## src/rtl/dual_mod_divider.sv

```systemverilog
module dual_mod_divider #(
  parameter int PRE_MOD = 64,
  parameter int A_W     = 6,
  parameter int N_W     = 12,
  parameter int R_W     = 14
) (
  input  logic           clk,
  input  logic           rst,
  input  logic           vco_tick,
  input  logic           ref_tick,
  input  logic           resync,
  input  logic [A_W-1:0] cfg_swallow,
  input  logic [N_W-1:0] cfg_prog,
  input  logic [R_W-1:0] cfg_ref,
  output logic           fp,
  output logic           fr,
  output logic           mod_hi
);
  localparam int PW = $clog2(PRE_MOD + 1);

  logic [PW-1:0]  pre_cnt;
  logic [A_W-1:0] sw_cnt;
  logic [N_W-1:0] pg_cnt;
  logic [R_W-1:0] ref_cnt;

  wire restart = rst | resync;

  assign mod_hi = (sw_cnt != '0);

  wire [PW-1:0] pre_last = mod_hi ? PW'(PRE_MOD) : PW'(PRE_MOD - 1);
  wire          pre_evt  = vco_tick && (pre_cnt == pre_last);
  wire          prog_tc  = pre_evt && (pg_cnt <= N_W'(1));
  wire          ref_tc   = ref_tick && (ref_cnt <= R_W'(1));

  always_ff @(posedge clk) begin
    if (restart) begin
      pre_cnt <= '0;
      sw_cnt  <= cfg_swallow;
      pg_cnt  <= cfg_prog;
      fp      <= 1'b0;
    end else begin
      fp <= prog_tc;
      if (vco_tick)
        pre_cnt <= pre_evt ? '0 : pre_cnt + 1'b1;
      if (prog_tc) begin
        sw_cnt <= cfg_swallow;
        pg_cnt <= cfg_prog;
      end else if (pre_evt) begin
        pg_cnt <= pg_cnt - 1'b1;
        if (mod_hi)
          sw_cnt <= sw_cnt - 1'b1;
      end
    end
  end

  always_ff @(posedge clk) begin
    if (restart) begin
      ref_cnt <= cfg_ref;
      fr      <= 1'b0;
    end else begin
      fr <= ref_tc;
      if (ref_tc)
        ref_cnt <= cfg_ref;
      else if (ref_tick)
        ref_cnt <= ref_cnt - 1'b1;
    end
  end
endmodule

```

## config.mk

```make
export PLATFORM = sky130hd
export DESIGN_NAME = dual_mod_divider
export DESIGN_NICKNAME = d
export VERILOG_FILES = /design/src/rtl/dual_mod_divider.sv
export SDC_FILE = /design/constraint.sdc
export NUM_CORES = 1
export LEC_CHECK = 0
export BUFFER_PORTS_ARGS = -buffer_cell sky130_fd_sc_hd__buf_2
export CORE_UTILIZATION = 25
export CTS_CLUSTER_SIZE = 8
export DETAILED_ROUTE_END_ITERATION = 12
export SYNTH_ARGS = -nofsm -noshare
export SYNTH_HDL_FRONTEND = slang
export SYNTH_SLANG_ARGS = --single-unit
```

## constraint.sdc

```tcl
create_clock -name clk -period 5.7 [get_ports clk]
set_input_delay 1.14 -clock clk [delete_from_list [all_inputs] [get_ports clk]]
set_output_delay 1.14 -clock clk [all_outputs]
set_load 0.005 [all_outputs]
```

==> impl_metrics.py, run 1 <==
metrics = {
    "die": {
        "initial_core_util": 0.259,
        "die_x_um": 99.8,
        "core-area_um2": 9240,
        "die_area_um2": 9960,
        "rows": 35,
        "io_pins": 40,
        "die_h_um": 99.8,
    },
    "hold_path": {
        "min_to": "pre_cnt[0]$_SDFFE_PP0P_",
        "hold_depth": 2,
        "hold_class": "reg -> reg",
        "hp-start": "pre_cnt[0]$_SDFFE_PP0P_",
    },
    "routing": {
        "vias_per_cell": 4.26,
        "routed_wl_um": 4350,
        "drtIter0Drc": 58,
        "drc": 0,
        "first_pass_iters": 4,
        "ant_nets": 0,
        "num_vias": 1675,
        "wire_per_inst_um": 11.1,
    },
    "synth": {
        "synth_edf_count": 32,
        "netlist_area_um2": 2390,
        "yosys_warnings": 0,
        "synth_top_cell_by_area": "edfxtp_1",
        "synth_most_common_cell": "nor2_1",
        "ys_seq_area_frac": 0.477,
        "synth_cells": 220,
        "yosys-top-cells-area": "edfxtp_1, dfxtp_1, xor2_1, nor2_1, mux2_4",
        "synth_top_area_frac": 0.402,
        "ys.flop_type": "edfxtp_1",
        "postSynthAreaPerCell_um2": 10.9,
        "synth-seq-cells": 41,
        "synth_common_cells": "nor2_1, edfxtp_1, xor2_1",
        "synthArstFlopShare": 0,
        "synth.distinct_cells": 37,
        "syn_nets": 264,
    },
    "pwr": {
        "power.leakage_uw": 0.00109,
        "total_power_uw": 704,
        "powerDensity_nw_per_um2": 248,
        "vdd_drop_max_mv": 0.118,
    },
    "clock_network": {
        "cts-resized-gates": 0,
        "hold_buffers": 0,
        "cts_sinks": 41,
        "clockRootBuffer": "clkbuf_8",
        "cts_tree": "done",
        "cts_inserted_buffers": 5,
        "clkLatencyLatePin_ns": 0.29,
        "clock_path_buffers": 2,
        "htreeDepth": 2,
        "clk_pin_slew_ns": 0.08,
        "cts_setup_buffers": 0,
    },
    "timing": {
        "max-slew-margin-rel": 0.402,
        "hold_viol": 0,
        "layout_setup_ws_ns": 3.11,
        "fin_crit_sh": 0.454,
        "fmax_ghz": 0.387,
        "skew_ns": 0.0106,
        "fin_crit_ns": 2.59,
        "maxSlewViolCount": 0,
        "worst_pin_slew_ns": 0.889,
        "report.final.setup_viol": 0,
        "tns_ns": 0,
        "rsz0062_at_grt": "false",
    },
    "run": {
        "cap_viol_max_count": 0,
    },
    "placed_design": {
        "place_congestion": 0.739,
        "dp_slack_ns": 2.78,
        "dp_hpwl_um": 3200,
        "port_buffers": 39,
    },
    "grt": {
        "gr-usage-met1": 0.111,
        "grt_pass1_vias": 1631,
        "met2_usage": 0.161,
        "grt_overflow_total": 0,
        "antenna_found_initial": 0,
        "gr-usage-all-layers": 0.0928,
        "grt_pass1_wl_um": 7290,
        "grtUsageMet3": 0.0209,
        "busiest_layer": "met2",
        "grt_start_max_net_pins": 28,
    },
    "finish": {
        "final_core_util": 0.308,
        "antenna-diode-count": 0,
        "drive_gt1_frac": 0.273,
        "syn_to_final_growth_pct": 19.0,
        "fin_nets": 307,
    },
    "worst_setup_path": {
        "r2r-start": "pg_cnt[7]$_DFFE_PP_",
        "r2r_cells": 4,
        "timing.rr.end": "sw_cnt[3]$_DFFE_PP_",
        "r2r_slack_ns": 3.17,
        "start_kind": "input port",
        "criticalPathCategory": "in -> reg",
        "end_kind": "register",
        "crit_path_max_fanout": 18,
        "crit_required_ns": 5.74,
        "crit_arrival_ns": 2.63,
    },
    "outcome": {
        "status": "finished clean",
    },
}
## where the power goes
part	switching [uW]	internal [uW]	total [uW]	leakage (uW)
sequential	21.5	352	374	0.000399
clock	104	132	236	0.0000554
combinational	45.2	49.6	94.8	0.000638
## stage by stage
step / cells / instance area, um^2 / hold WS [ns]
floorplan: 220 / 2390 / 0.482
global placement: 385 / 2730 / 0.512
detailed placement: 385 / 2730 / 0.518
CTS: 393 / 2850 / 0.529
global route: 393 / 2850 / 0.583
finish: 393 / 2850 / 0.527
## kinds of logic (layout without fill, tap and decap cells)
| group | after synthesis | count (layout) | synth area share |
|---|---|---|---|
| simple gates | 88 | 88 | 0.193 |
| fa+ha+maj | 7 | 7 | 0.0366 |
| compound gates | 21 | 21 | 0.0518 |
| mux | 21 | 21 | 0.110 |
| xor+xnor | 28 | 28 | 0.103 |
| buf+inv | 14 | 58 | 0.0288 |
| flops | 41 | 41 | 0.477 |
## critical path, cell delays in order
cell and delay, ns:
buf_2 0.11, or2_2 0.36, a21oi_4 0.59, mux2_2 0.41
## cell usage in the layout, fill, tap and decap left out, types with 2 or more instances in the layout
cell type / synthesis / final
buf_2: 0 / 39
nor2_1: 33 / 33
edfxtp_1: 32 / 32
xor2_1: 17 / 17
a21oi_1: 15 / 15
nand2_1: 14 / 14
xnor2_1: 11 / 11
mux2_2: 10 / 10
inv_1: 9 / 9
dfxtp_1: 9 / 9
mux2_4: 8 / 8
ha_1: 7 / 7
nand3_1: 6 / 6
nor4_1: 6 / 6
nor3_1: 5 / 5
or3_1: 5 / 5
clkbuf_8: 0 / 5
mux2i_1: 3 / 3
nor3b_1: 3 / 3
o31ai_1: 2 / 2
and4_1: 2 / 2
nand4_1: 2 / 2
buf_4: 0 / 2
## metal layers
metal	part of all wire	wire length, um
met5	0	0
met4	0.014	59
met3	0.031	136
met2	0.46	2020
met1	0.49	2130
## area by class of cell
class	count	area, um^2
Clock inverter	2	38.8
Timing Repair Buffer	41	210
Fill cell	977	6390
Clock buffer	6	72.6
Tap cell	129	161
Multi-Input combinational cell	165	1190
Inverter	9	33.8
Sequential cell	41	1140
## state kept, by name (all words and copies together), names as in the netlist
name / count
fr: 1
pre_cnt: 7
sw_cnt: 6
fp: 1
ref_cnt: 14
pg_cnt: 12
## how the worst max path moves through the flow
stage | from | end | slack, ns | cells past startpoint
finish | resync | pg_cnt[2]$_DFFE_PP_ | 3.11 | 4
global route | pre_cnt[3]$_SDFFE_PP0P_ | sw_cnt[3]$_DFFE_PP_ | 2.98 | 4
CTS | resync | pg_cnt[2]$_DFFE_PP_ | 3.09 | 4
detailed placement | resync | pg_cnt[2]$_DFFE_PP_ | 2.78 | 4
global placement | resync | pg_cnt[6]$_DFFE_PP_ | 2.81 | 4
floorplan | resync | ref_cnt[1]$_DFFE_PP_ | 3.01 | 5
Power figures use the tool's default switching activity.
==> run 2: changes to the inputs <==
--- a/config.mk
+++ b/config.mk
@@ -5,6 +5,7 @@
 export SDC_FILE = /design/constraint.sdc
 export NUM_CORES = 1
 export LEC_CHECK = 0
+export ABC_AREA = 1
 export BUFFER_PORTS_ARGS = -buffer_cell sky130_fd_sc_hd__buf_2
 export CORE_UTILIZATION = 25
 export CTS_CLUSTER_SIZE = 8
==> constraint.sdc (replaced) <==
create_clock -name clk -period 2.3 [get_ports clk]
set_input_delay 0.46 -clock clk [delete_from_list [all_inputs] [get_ports clk]]
set_output_delay 0.46 -clock clk [all_outputs]
set_load 0.005 [all_outputs]
==> run 2 against run 1 <==
  * Clock skew is 0.0023 ns lower
  * Flip-flop and latch count unchanged
  * Highest routed layer unchanged
  * Critical endpoint is now sw_cnt[5]$_DFFE_PP_
  * Die area increased by 7.8%
  * Synthesized area rose by 8.0%
  * First-iteration DRC count grew 64%
  * Power increased to 2.5 times the previous value
  * Clock power up 150%
  * Sequential power grew 150%
  * Global-route usage up 1.5 points
  * Clock-buffer cell count stayed put
  * Largest cell class unchanged
  * Critical path type is now reg -> reg
==> impl_metrics.py, run 2 <==
metrics = {
    "grt": {
        "gr-usage-met1": 0.135,
        "grtUsageMet3": 0.0264,
        "grt_pass1_vias": 2079,
        "busiest_layer": "met2",
        "grt_pass1_wl_um": 9240,
        "grt_overflow_total": 0,
        "grt_start_max_net_pins": 26,
        "gr-usage-all-layers": 0.108,
        "met2_usage": 0.172,
        "antenna_found_initial": 0,
    },
    "hold_path": {
        "hold_class": "in -> reg",
        "hold_depth": 3,
        "hp-start": "cfg_prog[3]",
        "min_to": "pg_cnt[3]$_DFFE_PP_",
    },
    "timing": {
        "max-slew-margin-rel": 0.570,
        "tns_ns": 0,
        "maxSlewViolCount": 0,
        "whs_ns": 0.423,
        "rsz0062_at_grt": "false",
        "hold_viol": 0,
        "fin_crit_ns": 2.01,
        "report.final.setup_viol": 0,
        "skew_ns": 0.00830,
        "fmax_ghz": 0.496,
        "fin_crit_sh": 0.876,
        "worst_pin_slew_ns": 0.643,
    },
    "worst_setup_path": {
        "crit_required_ns": 2.37,
        "start_kind": "register",
        "path_buf_inv": 2,
        "slowest_stage": "edfxtp_1",
        "path_cells": "inv_1, ha_1, or2_1, nand3_1, nor2_2, nand4_4, nand2_4, nand2_1, nand2_1, inv_1",
        "slowest_delay_ns": 0.43,
        "r2r_cells": 10,
        "crit_path_max_fanout": 25,
        "r2r_slack_ns": 0.29,
        "critPathTopFamily": "simple AND/OR/NAND/NOR gates",
        "criticalPathCategory": "reg -> reg",
        "end_kind": "register",
        "crit_arrival_ns": 2.09,
        "startpoint": "pg_cnt[0]$_DFFE_PP_",
        "timing.rr.end": "sw_cnt[5]$_DFFE_PP_",
        "r2r-start": "pg_cnt[0]$_DFFE_PP_",
    },
    "routing": {
        "wire_per_inst_um": 10.5,
        "num_vias": 2058,
        "drtIter0Drc": 95,
        "vias_per_cell": 4.14,
        "first_pass_iters": 4,
        "ant_nets": 0,
        "routed_wl_um": 5240,
        "drc": 0,
    },
    "synth": {
        "synth.distinct_cells": 27,
        "ys_seq_area_frac": 0.442,
        "postSynthAreaPerCell_um2": 8.04,
        "ys.flop_type": "edfxtp_1",
        "synthArstFlopShare": 0,
        "synth_top_area_frac": 0.372,
        "synth_most_common_cell": "nand2_1",
        "synth-seq-cells": 41,
        "synth_top_cell_by_area": "edfxtp_1",
        "yosys_warnings": 0,
        "synth_edf_count": 32,
        "yosys-top-cells-area": "edfxtp_1, nand2_1, dfxtp_1, xor2_1, inv_1",
        "synth_common_cells": "nand2_1, inv_1, nor2_1",
        "syn_nets": 365,
        "netlist_area_um2": 2580,
        "synth_cells": 321,
    },
    "clock_network": {
        "cts_setup_buffers": 0,
        "clk_pin_slew_ns": 0.08,
        "hold_buffers": 0,
        "cts_sinks": 41,
        "cts-resized-gates": 0,
        "clockRootBuffer": "clkbuf_8",
        "cts_inserted_buffers": 5,
        "clkLatencyLatePin_ns": 0.30,
        "clock_path_buffers": 2,
        "cts_tree": "done",
        "htreeDepth": 2,
    },
    "placed_design": {
        "dp_hpwl_um": 3930,
        "port_buffers": 39,
        "place_congestion": 0.799,
    },
    "pwr": {
        "power.leakage_uw": 0.00134,
        "powerDensity_nw_per_um2": 592,
        "vdd_drop_max_mv": 0.206,
    },
    "die": {
        "rows": 36,
        "core-area_um2": 9910,
        "die_h_um": 104,
        "die_area_um2": 10700,
        "initial_core_util": 0.260,
        "die_x_um": 104,
        "io_pins": 40,
    },
    "finish": {
        "syn_to_final_growth_pct": 16.8,
        "regMostFlops": "ref_cnt",
        "layout_commonest_cell": "nand2_1",
        "fin_nets": 407,
        "antenna-diode-count": 0,
        "reg_top3": "ref_cnt: 14 flops, pg_cnt: 12 flops, pre_cnt: 7 flops",
        "layout_common_cells": "nand2_1, inv_1, buf_2",
        "drive_gt1_frac": 0.170,
        "largest_reg_flops": 14,
    },
    "run": {
        "cap_viol_max_count": 0,
    },
    "outcome": {
        "status": "finished clean",
    },
}
==> run 2: cell count changes in the layout (fill, tap and decap cells not counted), sizes merged, moves of 14 or more <==
cell	before	now
a21oi	16	2
mux2	18	0
nand2	14	86
nand3	6	29
o21ai	1	19
inv	9	48
==> run 2: worst reg2reg max path: stages, from the launching register on <==
cell and delay (ns):
edfxtp_1 0.43, inv_1 0.13, ha_1 0.28, or2_1 0.13
nand3_1 0.07, nor2_2 0.16, nand4_4 0.14, nand2_4 0.25
nand2_1 0.10, nand2_1 0.06, inv_1 0.03
==> run 2: final cells by class <==
class                           count  area, um^2
Fill cell                        1093        6900
Inverter                           48         180
Sequential cell                    41        1140
Clock buffer                        6        72.6
Tap cell                          133         166
Timing Repair Buffer               43         225
Clock inverter                      2        33.8
Multi-Input combinational cell    224        1190
==> run 2: how the worst max path moves through the flow <==
| stage | end | slack [ns] | cells past startpoint |
|---|---|---|---|
| finish | sw_cnt[5]$_DFFE_PP_ | 0.29 | 10 |
| global route | pg_cnt[4]$_DFFE_PP_ | 0.02 | 10 |
| CTS | sw_cnt[5]$_DFFE_PP_ | 0.27 | 10 |
| detailed placement | sw_cnt[5]$_DFFE_PP_ | 0.28 | 10 |
| global placement | pg_cnt[2]$_DFFE_PP_ | 0.40 | 10 |
| floorplan | sw_cnt[0]$_DFFE_PP_ | 0.36 | 10 |
==> run 2: where the power goes <==
part | internal (uW) | total [uW] | switching, uW
logic | 118 | 276 | 158
registers | 873 | 925 | 51.6
clock network | 321 | 582 | 261
total | 1310 | 1780 | 471
==> run 2: kinds of logic (layout without fill, tap and decap cells) <==
logic type / after synthesis / count (layout) / synth area share
compound gates: 22 / 22 / 0.0441
xor+xnor: 29 / 29 / 0.0984
fa+ha+maj: 7 / 7 / 0.0339
buf+inv: 56 / 99 / 0.0950
flops: 41 / 41 / 0.442
simple gates: 166 / 166 / 0.286
==> run 2: layer usage <==
metal,wire (um),share of wire
met4,118,0.023
met5,0,0
met1,2560,0.49
met3,167,0.032
met2,2390,0.46
==> run 2: through the flow <==
stage / worst slack (ns) / cells / utilization / instance area, um^2 / power (uW)
finish: 0.286 / 497 / 0.304 / 3010 / 1780
CTS: 0.267 / 497 / 0.304 / 3010 / 1810
floorplan: 0.358 / 321 / - / 2580 / 1140
detailed placement: 0.277 / 489 / 0.293 / 2910 / 1220
global route: 0.0205 / 497 / 0.304 / 3010 / 1880
global placement: 0.395 / 489 / 0.293 / 2910 / 1210
